--- src/rtl/cpif_pkg.sv ---
package cpif_pkg;

    localparam int ID_W      = 10;
    localparam int PRIO_W    = 8;
    localparam int SRC_W     = 3;
    localparam int DATA_W    = 32;
    localparam int ADDR_W    = 2;
    localparam int SGI_LIMIT = 16;
    localparam logic [ID_W-1:0] SPURIOUS_ID = ID_W'(1023);

    typedef enum logic [ADDR_W-1:0] {
        RA_CTRL  = 2'd0,
        RA_THRSH = 2'd1,
        RA_ACK   = 2'd2,
        RA_DONE  = 2'd3
    } reg_addr_e;

    typedef struct packed {
        logic              valid;
        logic [ID_W-1:0]   id;
        logic [PRIO_W-1:0] prio;
        logic [SRC_W-1:0]  src;
        logic              edge_trig;
    } cand_t;

    function automatic logic [DATA_W-1:0] pack_ack(input logic hit, input cand_t c);
        logic [DATA_W-1:0] w;
        w = '0;
        if (hit) begin
            w[ID_W-1:0] = c.id;
            if (c.id < ID_W'(SGI_LIMIT))
                w[ID_W+SRC_W-1:ID_W] = c.src;
        end else begin
            w[ID_W-1:0] = SPURIOUS_ID;
        end
        return w;
    endfunction

endpackage

--- src/rtl/cpif_regs.sv ---
module cpif_regs
    import cpif_pkg::*;
(
    input  logic              clk,
    input  logic              rst,
    input  logic              bus_sel,
    input  logic              bus_we,
    input  logic [ADDR_W-1:0] bus_addr,
    input  logic [DATA_W-1:0] bus_wdata,
    input  logic [DATA_W-1:0] ack_word,
    output logic [DATA_W-1:0] bus_rdata,
    output logic              sig_en,
    output logic [PRIO_W-1:0] thresh,
    output logic              ack_rd,
    output logic              done_wr,
    output logic [ID_W-1:0]   done_wid
);

    logic wr_ctrl, wr_thr;

    always_comb begin
        wr_ctrl  = bus_sel && bus_we && (bus_addr == RA_CTRL);
        wr_thr   = bus_sel && bus_we && (bus_addr == RA_THRSH);
        ack_rd   = !rst && bus_sel && !bus_we && (bus_addr == RA_ACK);
        done_wr  = !rst && bus_sel && bus_we && (bus_addr == RA_DONE);
        done_wid = bus_wdata[ID_W-1:0];
    end

    always_ff @(posedge clk) begin
        if (rst) begin
            sig_en <= 1'b0;
            thresh <= '0;
        end else begin
            if (wr_ctrl) sig_en <= bus_wdata[0];
            if (wr_thr)  thresh <= bus_wdata[PRIO_W-1:0];
        end
    end

    always_ff @(posedge clk) begin
        if (rst) begin
            bus_rdata <= '0;
        end else if (bus_sel && !bus_we) begin
            case (bus_addr)
                RA_CTRL:  bus_rdata <= DATA_W'(sig_en);
                RA_THRSH: bus_rdata <= DATA_W'(thresh);
                RA_ACK:   bus_rdata <= ack_word;
                default:  bus_rdata <= '0;
            endcase
        end
    end


    thresh_hold_chk: assert property (@(posedge clk) disable iff (rst)
        !wr_thr |=> $stable(thresh));

endmodule

--- src/rtl/cpif_select.sv ---
module cpif_select
    import cpif_pkg::*;
(
    input  cpif_pkg::cand_t   cand,
    input  logic              sig_en,
    input  logic [PRIO_W-1:0] thresh,
    input  logic              in_service,
    output logic              qualifies,
    output logic [DATA_W-1:0] ack_word
);

    logic below;

    always_comb begin
        below     = cand.prio < thresh;
        qualifies = cand.valid && below && sig_en && !in_service;
        ack_word  = pack_ack(qualifies, cand);
    end

endmodule

--- src/rtl/cpif_active.sv ---
module cpif_active
    import cpif_pkg::*;
(
    input  logic            clk,
    input  logic            rst,
    input  logic            take,
    input  logic [ID_W-1:0] take_num,
    input  logic            done_wr,
    input  logic [ID_W-1:0] done_wid,
    output logic            in_service,
    output logic [ID_W-1:0] svc_id,
    output logic            done_hit
);

    always_comb done_hit = done_wr && in_service && (done_wid == svc_id);

    always_ff @(posedge clk) begin
        if (rst) begin
            in_service <= 1'b0;
            svc_id     <= '0;
        end else if (take) begin
            in_service <= 1'b1;
            svc_id     <= take_num;
        end else if (done_hit) begin
            in_service <= 1'b0;
        end
    end


    take_marks_chk: assert property (@(posedge clk) disable iff (rst)
        take |=> (in_service && svc_id == $past(take_num)));


    done_clears_chk: assert property (@(posedge clk) disable iff (rst)
        done_hit |=> !in_service);


    stray_done_chk: assert property (@(posedge clk) disable iff (rst)
        (done_wr && !done_hit && !take) |=> ($stable(in_service) && $stable(svc_id)));

endmodule

--- src/rtl/cpu_irq_iface.sv ---
module cpu_irq_iface
    import cpif_pkg::*;
(
    input  logic        clk,
    input  logic        rst,
    input  logic        bus_sel,
    input  logic        bus_we,
    input  logic [1:0]  bus_addr,
    input  logic [31:0] bus_wdata,
    output logic [31:0] bus_rdata,
    input  logic        cand_valid,
    input  logic [9:0]  cand_id,
    input  logic [7:0]  cand_prio,
    input  logic [2:0]  cand_src,
    input  logic        cand_edge,
    output logic        irq_req,
    output logic        take_valid,
    output logic [9:0]  take_id,
    output logic        take_clr_pend,
    output logic        done_valid,
    output logic [9:0]  done_id
);

    cand_t             cand;
    logic              sig_en;
    logic [PRIO_W-1:0] thresh;
    logic              ack_rd, done_wr;
    logic [ID_W-1:0]   done_wid;
    logic [DATA_W-1:0] ack_word;
    logic              qualifies, in_service, done_hit;
    logic [ID_W-1:0]   svc_id;

    always_comb begin
        cand.valid     = cand_valid;
        cand.id        = cand_id;
        cand.prio      = cand_prio;
        cand.src       = cand_src;
        cand.edge_trig = cand_edge;
    end

    cpif_regs u_regs (
        .clk(clk), .rst(rst), .bus_sel(bus_sel), .bus_we(bus_we),
        .bus_addr(bus_addr), .bus_wdata(bus_wdata), .ack_word(ack_word),
        .bus_rdata(bus_rdata), .sig_en(sig_en), .thresh(thresh),
        .ack_rd(ack_rd), .done_wr(done_wr), .done_wid(done_wid)
    );

    cpif_select u_select (
        .cand(cand), .sig_en(sig_en), .thresh(thresh),
        .in_service(in_service), .qualifies(qualifies), .ack_word(ack_word)
    );

    cpif_active u_active (
        .clk(clk), .rst(rst), .take(take_valid), .take_num(cand_id),
        .done_wr(done_wr), .done_wid(done_wid), .in_service(in_service),
        .svc_id(svc_id), .done_hit(done_hit)
    );

    always_comb begin
        irq_req       = qualifies;
        take_valid    = ack_rd && qualifies;
        take_id       = cand_id;
        take_clr_pend = take_valid && cand_edge;
        done_valid    = done_hit;
        done_id       = svc_id;
    end


    busy_quiet_chk: assert property (@(posedge clk) disable iff (rst)
        in_service |-> !irq_req);


    take_prio_chk: assert property (@(posedge clk) disable iff (rst)
        take_valid |-> (cand_prio < thresh));


    ack_data_chk: assert property (@(posedge clk) disable iff (rst)
        $past(take_valid) |-> (bus_rdata[9:0] == $past(take_id) && bus_rdata[31:13] == '0));


    spurious_chk: assert property (@(posedge clk) disable iff (rst)
        (ack_rd && !qualifies) |=> (bus_rdata == 32'd1023));


    off_quiet_chk: assert property (@(posedge clk) disable iff (rst)
        !sig_en |-> !irq_req);


    strobe_excl_chk: assert property (@(posedge clk) disable iff (rst)
        $onehot0({take_valid, done_valid}));

endmodule

--- config.mk ---
export PLATFORM = sky130hd
export DESIGN_NAME = cpu_irq_iface
export DESIGN_NICKNAME = d
export VERILOG_FILES = /design/src/rtl/cpif_pkg.sv /design/src/rtl/cpif_regs.sv /design/src/rtl/cpif_select.sv /design/src/rtl/cpif_active.sv /design/src/rtl/cpu_irq_iface.sv
export SDC_FILE = /design/constraint.sdc
export NUM_CORES = 1
export LEC_CHECK = 0
export CORE_MARGIN = 8
export CORE_UTILIZATION = 34
export CTS_CLUSTER_SIZE = 30
export DETAILED_ROUTE_END_ITERATION = 12
export PLACE_DENSITY_LB_ADDON = 0.08
export SYNTH_ARGS = -nofsm -noshare
export SYNTH_HDL_FRONTEND = slang
export SYNTH_SLANG_ARGS = --single-unit
--- constraint.sdc ---
create_clock -name clk -period 2.25 [get_ports clk]
set_clock_uncertainty 0.15 [all_clocks]
set_input_delay 0.45 -clock clk [delete_from_list [all_inputs] [get_ports clk]]
set_output_delay 0.45 -clock clk [all_outputs]
set_load 0.02 [all_outputs]
==> results of run 1 <==
==> cells in the final DEF (no fill, tap or decap), drive strengths merged, types with 2 or more instances in the layout <==
cell / instances
o21ai: 7
a221oi: 4
a211o: 5
clkdlybuf4s15: 5
or4: 2
a21oi: 13
nor2: 15
nand3: 2
buf: 52
conb: 19
nand4: 2
a211oi: 2
ha: 7
dfxtp: 33
mux2: 10
nor2b: 15
clkbuf: 7
nand2: 40
nand2b: 2
and2: 2
dlygate4sd2: 9
a31oi: 5
mux2i: 2
xnor2: 10
nor3: 3
clkdlybuf4s50: 53
inv: 9
==> metrics by stage <==
step	total power, mW	area, um^2	utilization	instances
after floorplan	0.7863	2077	-	254
after global placement	0.9265	2984	0.5354	406
after detailed placement	0.9263	2984	0.5354	406
after CTS	1.513	3143	0.5639	415
after global routing	1.584	3211	0.5760	416
final	1.509	3211	0.5760	416
==> cells by family after synthesis <==
kind of cell             count (synthesis)
AND/OR/NAND/NOR                         86
buffers and inverters                   47
AO/OA/AOI/OAI                           40
flip-flops                              33
multiplexers                            12
XOR/XNOR                                10
adder cells (fa/ha/maj)                  7
other                                    1
==> registers in the layout, summed over array words and instances (netlist names) <==
signal	flops
u_active.in_service	1
u_active.svc_id	10
u_regs.bus_rdata	13
u_regs.sig_en	1
u_regs.thresh	8
==> critical path: stages <==
cell	delay (ps)
sky130_fd_sc_hd__clkdlybuf4s15_2	200
sky130_fd_sc_hd__ha_4	160
sky130_fd_sc_hd__or3b_4	380
sky130_fd_sc_hd__o2111ai_4	80
sky130_fd_sc_hd__a31o_4	200
sky130_fd_sc_hd__nand3_4	100
sky130_fd_sc_hd__inv_8	60
sky130_fd_sc_hd__and2_4	130
sky130_fd_sc_hd__buf_6	110
==> final cells by class <==
| class | instances | area share |
|---|---|---|
| Inverter | 9 | 0.01286 |
| Sequential cell | 33 | 0.2085 |
| Clock inverter | 1 | 0.009353 |
| Multi-Input combinational cell | 174 | 0.3769 |
| Clock buffer | 7 | 0.02689 |
| Tap cell | 72 | 0.02806 |
| Timing Repair Buffer | 120 | 0.3375 |
==> layer usage <==
metal | vias to the layer above | routed length, um | GRT usage
met5 | - | 0 | 0
met4 | 0 | 22 | 0.03624
met3 | 2 | 425 | 0.05379
met2 | 60 | 3168 | 0.2479
met1 | 841 | 2802 | 0.1822
li1 | 963 | - | -
==> repair_timing <==
action | CTS | global route
buffers inserted | 1 | 1
pin swaps | 23 | 3
hold buffers | 0 | 0
gates resized for setup | 71 | 13
endpoints found under the setup margin | 16 | 4
==> how the worst min path moves through the flow <==
stage               slack (ps)                  from                    to  depth (start not counted)
floorplan                  290      u_regs.thresh[0]      u_regs.thresh[0]                          2
global placement           290  u_regs.bus_rdata[12]  u_regs.bus_rdata[12]                          2
detailed placement         310  u_regs.bus_rdata[12]  u_regs.bus_rdata[12]                          2
CTS                        300          bus_wdata[6]      u_regs.thresh[6]                          3
global route               300          bus_wdata[6]      u_regs.thresh[6]                          3
finish                     300          bus_wdata[6]      u_regs.thresh[6]                          3
==> power by group <==
part / total [mW] / switching, mW / internal, mW
clock: 0.588 / 0.227 / 0.361
combinational: 0.318 / 0.157 / 0.161
sequential: 0.603 / 0.00690 / 0.596
==> run_results.csv, run 1 <==
group,metric,value,unit
worst_setup_path,critical_path.reg2reg.startpoint,"u_regs.thresh[5]",
logic_synthesis,synth.top_cells.by_count,"sky130_fd_sc_hd__nand2_1 (40), sky130_fd_sc_hd__dfxtp_1 (33), sky130_fd_sc_hd__buf_4 (30)",
sta,fin_worst_hold_slack,304.3,ps
sta,setup_repair_after_global_routing_missed_its_margin,"yes",
sta,slew_viol_final,0,
routing,drtPass1Iterations,4,
power_and_ir_drop,power.ir.vdd_worst,0.0002322,V
status,violations,"negative setup slack",
logic_synthesis,yosys-mux-area-fraction,0.07653,
run,cap_violations,0,
sta,max_freq,406.5,MHz
cells_and_area,antenna-diode-count,0,
floorplan,floorplan.initialDensity,0.3549,
cells_and_area,num-fill-cells,529,
status,status,"finished with violations",
global_route,grt_start_max_net_pins,31,
sta,hold_viol_final,0,
logic_synthesis,synth_area_per_cell,8.382,um^2
cells_and_area,area_delta_synth_final,62.30,%
clock_tree,tritoncts.num_buffers,5,
worst_setup_path,critPathArrivalTime,1860,ps
routing,wl_per_instance,15.43,um
routing,via_count,1866,
cells_and_area,final_nets,411,
logic_synthesis,netlist.area_leader.share,0.3340,
power_and_ir_drop,power.static_leakage,1.333,nW
placed_design,place_ws,-997.4,ps
placed_design,globalplace.congestion,0.8983,
logic_synthesis,synth_compound_gate_area_share,0.1379,
power_and_ir_drop,power.density,470.0,nW/um^2
floorplan,placement_rows,27,
sta,setup_ws_post_layout,-210.2,ps
logic_synthesis,async_flop_share,0,
logic_synthesis,yosysTopAreaCell,"sky130_fd_sc_hd__dfxtp_1",
clock_tree,cts_max_path_buffers,2,
sta,final_min_period_over_clock_period,1.093,
clock_tree,cts_tree,"done",
cells_and_area,drive_gt1_frac,0.2965,
sta,timing.setup.tns,-623.9,ps
worst_setup_path,critical_path.reg2reg.endpoint,"u_active.svc_id[3]",
clock_tree,clk_transition_reported_paths,70,ps
logic_synthesis,post_synth_instance_area,1978,um^2
floorplan,core_area,5574,um^2
logic_synthesis,synth_top_family_by_area,"simple AND/OR/NAND/NOR gates",
logic_synthesis,synth.yosys.seq_area_share,0.3340,
worst_setup_path,worstSetupEndpoint,"take_clr_pend",
hold_path,worst_hold_path_type,"in2reg",
logic_synthesis,synth_seq_cells,33,
clock_tree,cts.sinks,33,
worst_setup_path,rr_worst_depth,8,
routing,post_drt_via_cell_ratio,4.486,
routing,post-route-drc-count,0,
logic_synthesis,synth_simple_gate_area_share,0.2100,
cells_and_area,multi_input_comb_area,1210,um^2
clock_tree,htree_levels,2,
clock_tree,clk_latency,280,ps
routing,finalWirelength,6.419,mm
global_route,grt_pass1_vias,2013,
global_route,antenna_found_initial,0,
worst_setup_path,critical_path.startpoint,"cand_prio[1]",
worst_setup_path,ff2ff_setup_slack,150,ps
global_route,gr-total-overflow,0,
routing,final_antenna_net_count,0,
logic_synthesis,synth-edff-count,0,
worst_setup_path,crit_fanout,2,
global_route,grt_pass1_wl,10.11,mm
floorplan,design.portCount,117,
logic_synthesis,synth-warning-count,0,
logic_synthesis,yosys.cell_types.count,35,
floorplan,die_height,92.28,um
cells_and_area,layout.area.seq,669.4,um^2
worst_setup_path,cp.required,1650,ps
sta,fin_crit,2460,ps
worst_setup_path,type_of_the_worst_setup_path,"in2out",
sta,setup-violations-final,4,
placed_design,placement.io_buffers,75,
logic_synthesis,area_share_of_fa_ha_maj_cells_after_synthesis,0.04428,
worst_setup_path,setup.worst_path.end_class,"output pin",
placed_design,dpl.hpwl,5.092,mm
worst_setup_path,cp-start-kind,"input pin",
logic_synthesis,synth_most_common_cell,"sky130_fd_sc_hd__nand2_1",
clock_tree,ctsRootBufferMaster,"sky130_fd_sc_hd__clkbuf_8",
floorplan,fp.dieArea,8515,um^2
logic_synthesis,yosys.area_share.xor_xnor,0.04428,
logic_synthesis,yosys-top-cells-area,"sky130_fd_sc_hd__dfxtp_1 (33%), sky130_fd_sc_hd__buf_4 (11%), sky130_fd_sc_hd__nand2_1 (7.6%)",
floorplan,chipWidth,92.28,um
global_route,globalRouteTotalUtil,0.1506,
logic_synthesis,synth_ff_type,"sky130_fd_sc_hd__dfxtp_1",
logic_synthesis,syn_inst,236,
routing,drtIter0Drc,82,
No activity file was read; power rests on OpenSTA's default activity.
==> inputs of run 2 (changes only) <==
--- a/config.mk
+++ b/config.mk
@@ -7,6 +7,7 @@
 export LEC_CHECK = 0
 export CORE_MARGIN = 8
 export CORE_UTILIZATION = 34
+export CTS_BUF_LIST = sky130_fd_sc_hd__clkbuf_16
 export CTS_CLUSTER_SIZE = 30
 export DETAILED_ROUTE_END_ITERATION = 12
 export PLACE_DENSITY_LB_ADDON = 0.08
==> run 2 against run 1 <==
The flow still finishes with violations (negative setup slack). Critical endpoint unchanged. Die area stayed put. Setup slack improved by 23 ps. Core utilization up 0.18 points. Cell count stayed put. Critical path type is now reg2out. Power grew 11%.
==> run_results.csv, run 2 (same netlist as run 1, synthesis figures left out) <==
group,metric,value,unit
status,status,"finished with violations",
status,violations,"negative setup slack",
clock_tree,cts_tree,"done",
worst_setup_path,critical_path.startpoint,"u_regs.thresh[1]",
global_route,gr-total-overflow,0,
routing,drtPass1Iterations,4,
sta,fin_crit,2437,ps
sta,max_freq,410.4,MHz
global_route,grt_util_met2,0.2527,
routing,final_antenna_net_count,0,
cells_and_area,final-instance-count-excl-fill,416,
sta,timing.setup.tns,-538.9,ps
worst_setup_path,crit_fanout,2,
power_and_ir_drop,power.density,521.7,nW/um^2
cells_and_area,largest_register_ff_count,13,
worst_setup_path,critPathArrivalTime,1840,ps
cells_and_area,antenna-diode-count,0,
cells_and_area,area_delta_synth_final,62.81,%
worst_setup_path,type_of_the_worst_setup_path,"reg2out",
clock_tree,clk_latency,280,ps
floorplan,floorplan.initialDensity,0.3549,
floorplan,core_area,5574,um^2
worst_setup_path,cp-start-kind,"flip-flop",
global_route,grt_pass1_vias,2038,
hold_path,timing.hold.worst.start,"bus_wdata[3]",
routing,via_count,1882,
clock_tree,cts_max_path_buffers,2,
cells_and_area,drive_gt1_frac,0.2936,
cells_and_area,regMostFlops,"u_regs.bus_rdata",
cells_and_area,finish.utilization,0.5778,
worst_setup_path,cp.required,1650,ps
clock_tree,cts.sinks,33,
global_route,met3_routing_resource_usage_after_global_routing,0.04645,
floorplan,die_height,92.28,um
floorplan,chipWidth,92.28,um
routing,wl_per_instance,15.44,um
sta,fin_worst_hold_slack,301.5,ps
routing,post-route-drc-count,0,
routing,finalWirelength,6.421,mm
clock_tree,tritoncts.num_buffers,5,
global_route,grt_start_max_net_pins,31,
routing,drtIter0Drc,93,
cells_and_area,num-fill-cells,531,
sta,setup_repair_after_global_routing_missed_its_margin,"yes",
placed_design,placement.io_buffers,75,
global_route,grt_util_met1,0.1826,
worst_setup_path,setup.worst_path.end_class,"output pin",
cells_and_area,layout_commonest_cell,"sky130_fd_sc_hd__clkdlybuf4s50_1",
worst_setup_path,critical_path.reg2reg.startpoint,"u_regs.thresh[5]",
global_route,globalRouteTotalUtil,0.1527,
routing,post_drt_via_cell_ratio,4.524,
clock_tree,ctsRootBufferMaster,"sky130_fd_sc_hd__clkbuf_16",
floorplan,design.portCount,117,
floorplan,fp.dieArea,8515,um^2
placed_design,dpl.hpwl,5.092,mm
sta,setup_ws_post_layout,-186.9,ps
clock_tree,htree_levels,2,
hold_path,worst_hold_path_type,"in2reg",
placed_design,globalplace.congestion,0.8983,
global_route,grt_pass1_wl,10.20,mm
sta,slew_viol_final,0,
power_and_ir_drop,power.static_leakage,1.355,nW
global_route,antenna_found_initial,0,
placed_design,place_inst,406,
cells_and_area,final_nets,411,
global_route,busiest_layer,"met2",
cells_and_area,leading_cell_types_in_the_layout_fill_and_taps_excluded,"sky130_fd_sc_hd__clkdlybuf4s50_1 (52), sky130_fd_sc_hd__buf_4 (45), sky130_fd_sc_hd__nand2_1 (38)",
power_and_ir_drop,power.ir.vdd_worst,0.0003182,V
sta,setup-violations-final,4,
run,cap_violations,0,
sta,hold_viol_final,0,
sta,final_min_period_over_clock_period,1.083,
cells_and_area,top_regs,"u_regs.bus_rdata x13, u_active.svc_id x10, u_regs.thresh x8",
clock_tree,clk_transition_reported_paths,50,ps
floorplan,placement_rows,27,
[run 2: per-stage QoR]
| stage | total power, mW | setup WS, ps | instance area [um^2] |
|---|---|---|---|
| after floorplan | 0.7863 | -63.77 | 2077 |
| after global placement | 0.9265 | -970.1 | 2984 |
| after detailed placement | 0.9263 | -997.4 | 2984 |
| after CTS | 1.688 | -210.5 | 3166 |
| after global routing | 1.754 | -255.2 | 3221 |
| final | 1.680 | -186.9 | 3221 |
[run 2: metal layers]
metal / vias to the layer above / part of all wire
met1: 847 / 0.43
met4: 0 / 0.012
met2: 60 / 0.49
li1: 969 / -
met3: 6 / 0.068
met5: - / 0
[run 2: what timing repair did]
action                     CTS  global route
hold buffers                 0             0
resized for setup           77            12
buffers inserted             1             1
setup endpoints to repair   16             4
pin swaps                   23             4
[run 2: area by class of cell]
type                            count  area [um^2]  area share
Timing Repair Buffer              120         1057      0.3283
Sequential cell                    33        669.4      0.2078
Inverter                            9        41.29     0.01282
Clock inverter                      3        37.54     0.01166
Tap cell                           72        90.09     0.02797
Clock buffer                        5        125.1     0.03885
Multi-Input combinational cell    174         1200      0.3726
[run 2: final timing paths]
check | slack (ps) | cells after the start | to
max | -190 | 9 | take_clr_pend
min | 300 | 3 | u_regs.thresh[3]
max reg2reg | 160 | 8 | u_active.svc_id[3]
min reg2reg | 310 | 2 | u_regs.bus_rdata[12]
[run 2: critical path, stage by stage (launching register included)]
cell,delay (ps)
sky130_fd_sc_hd__dfxtp_2,330
sky130_fd_sc_hd__inv_2,40
sky130_fd_sc_hd__ha_4,140
sky130_fd_sc_hd__or3b_4,380
sky130_fd_sc_hd__o2111ai_4,80
sky130_fd_sc_hd__a31o_4,200
sky130_fd_sc_hd__nand3_4,100
sky130_fd_sc_hd__inv_8,60
sky130_fd_sc_hd__and2_4,130
sky130_fd_sc_hd__buf_6,110
[run 2: power by group]
group          switching (mW)  internal (mW)  total (mW)
Sequential            0.00686          0.597       0.604
Clock                   0.248          0.514       0.762
Combinational           0.157          0.156       0.314
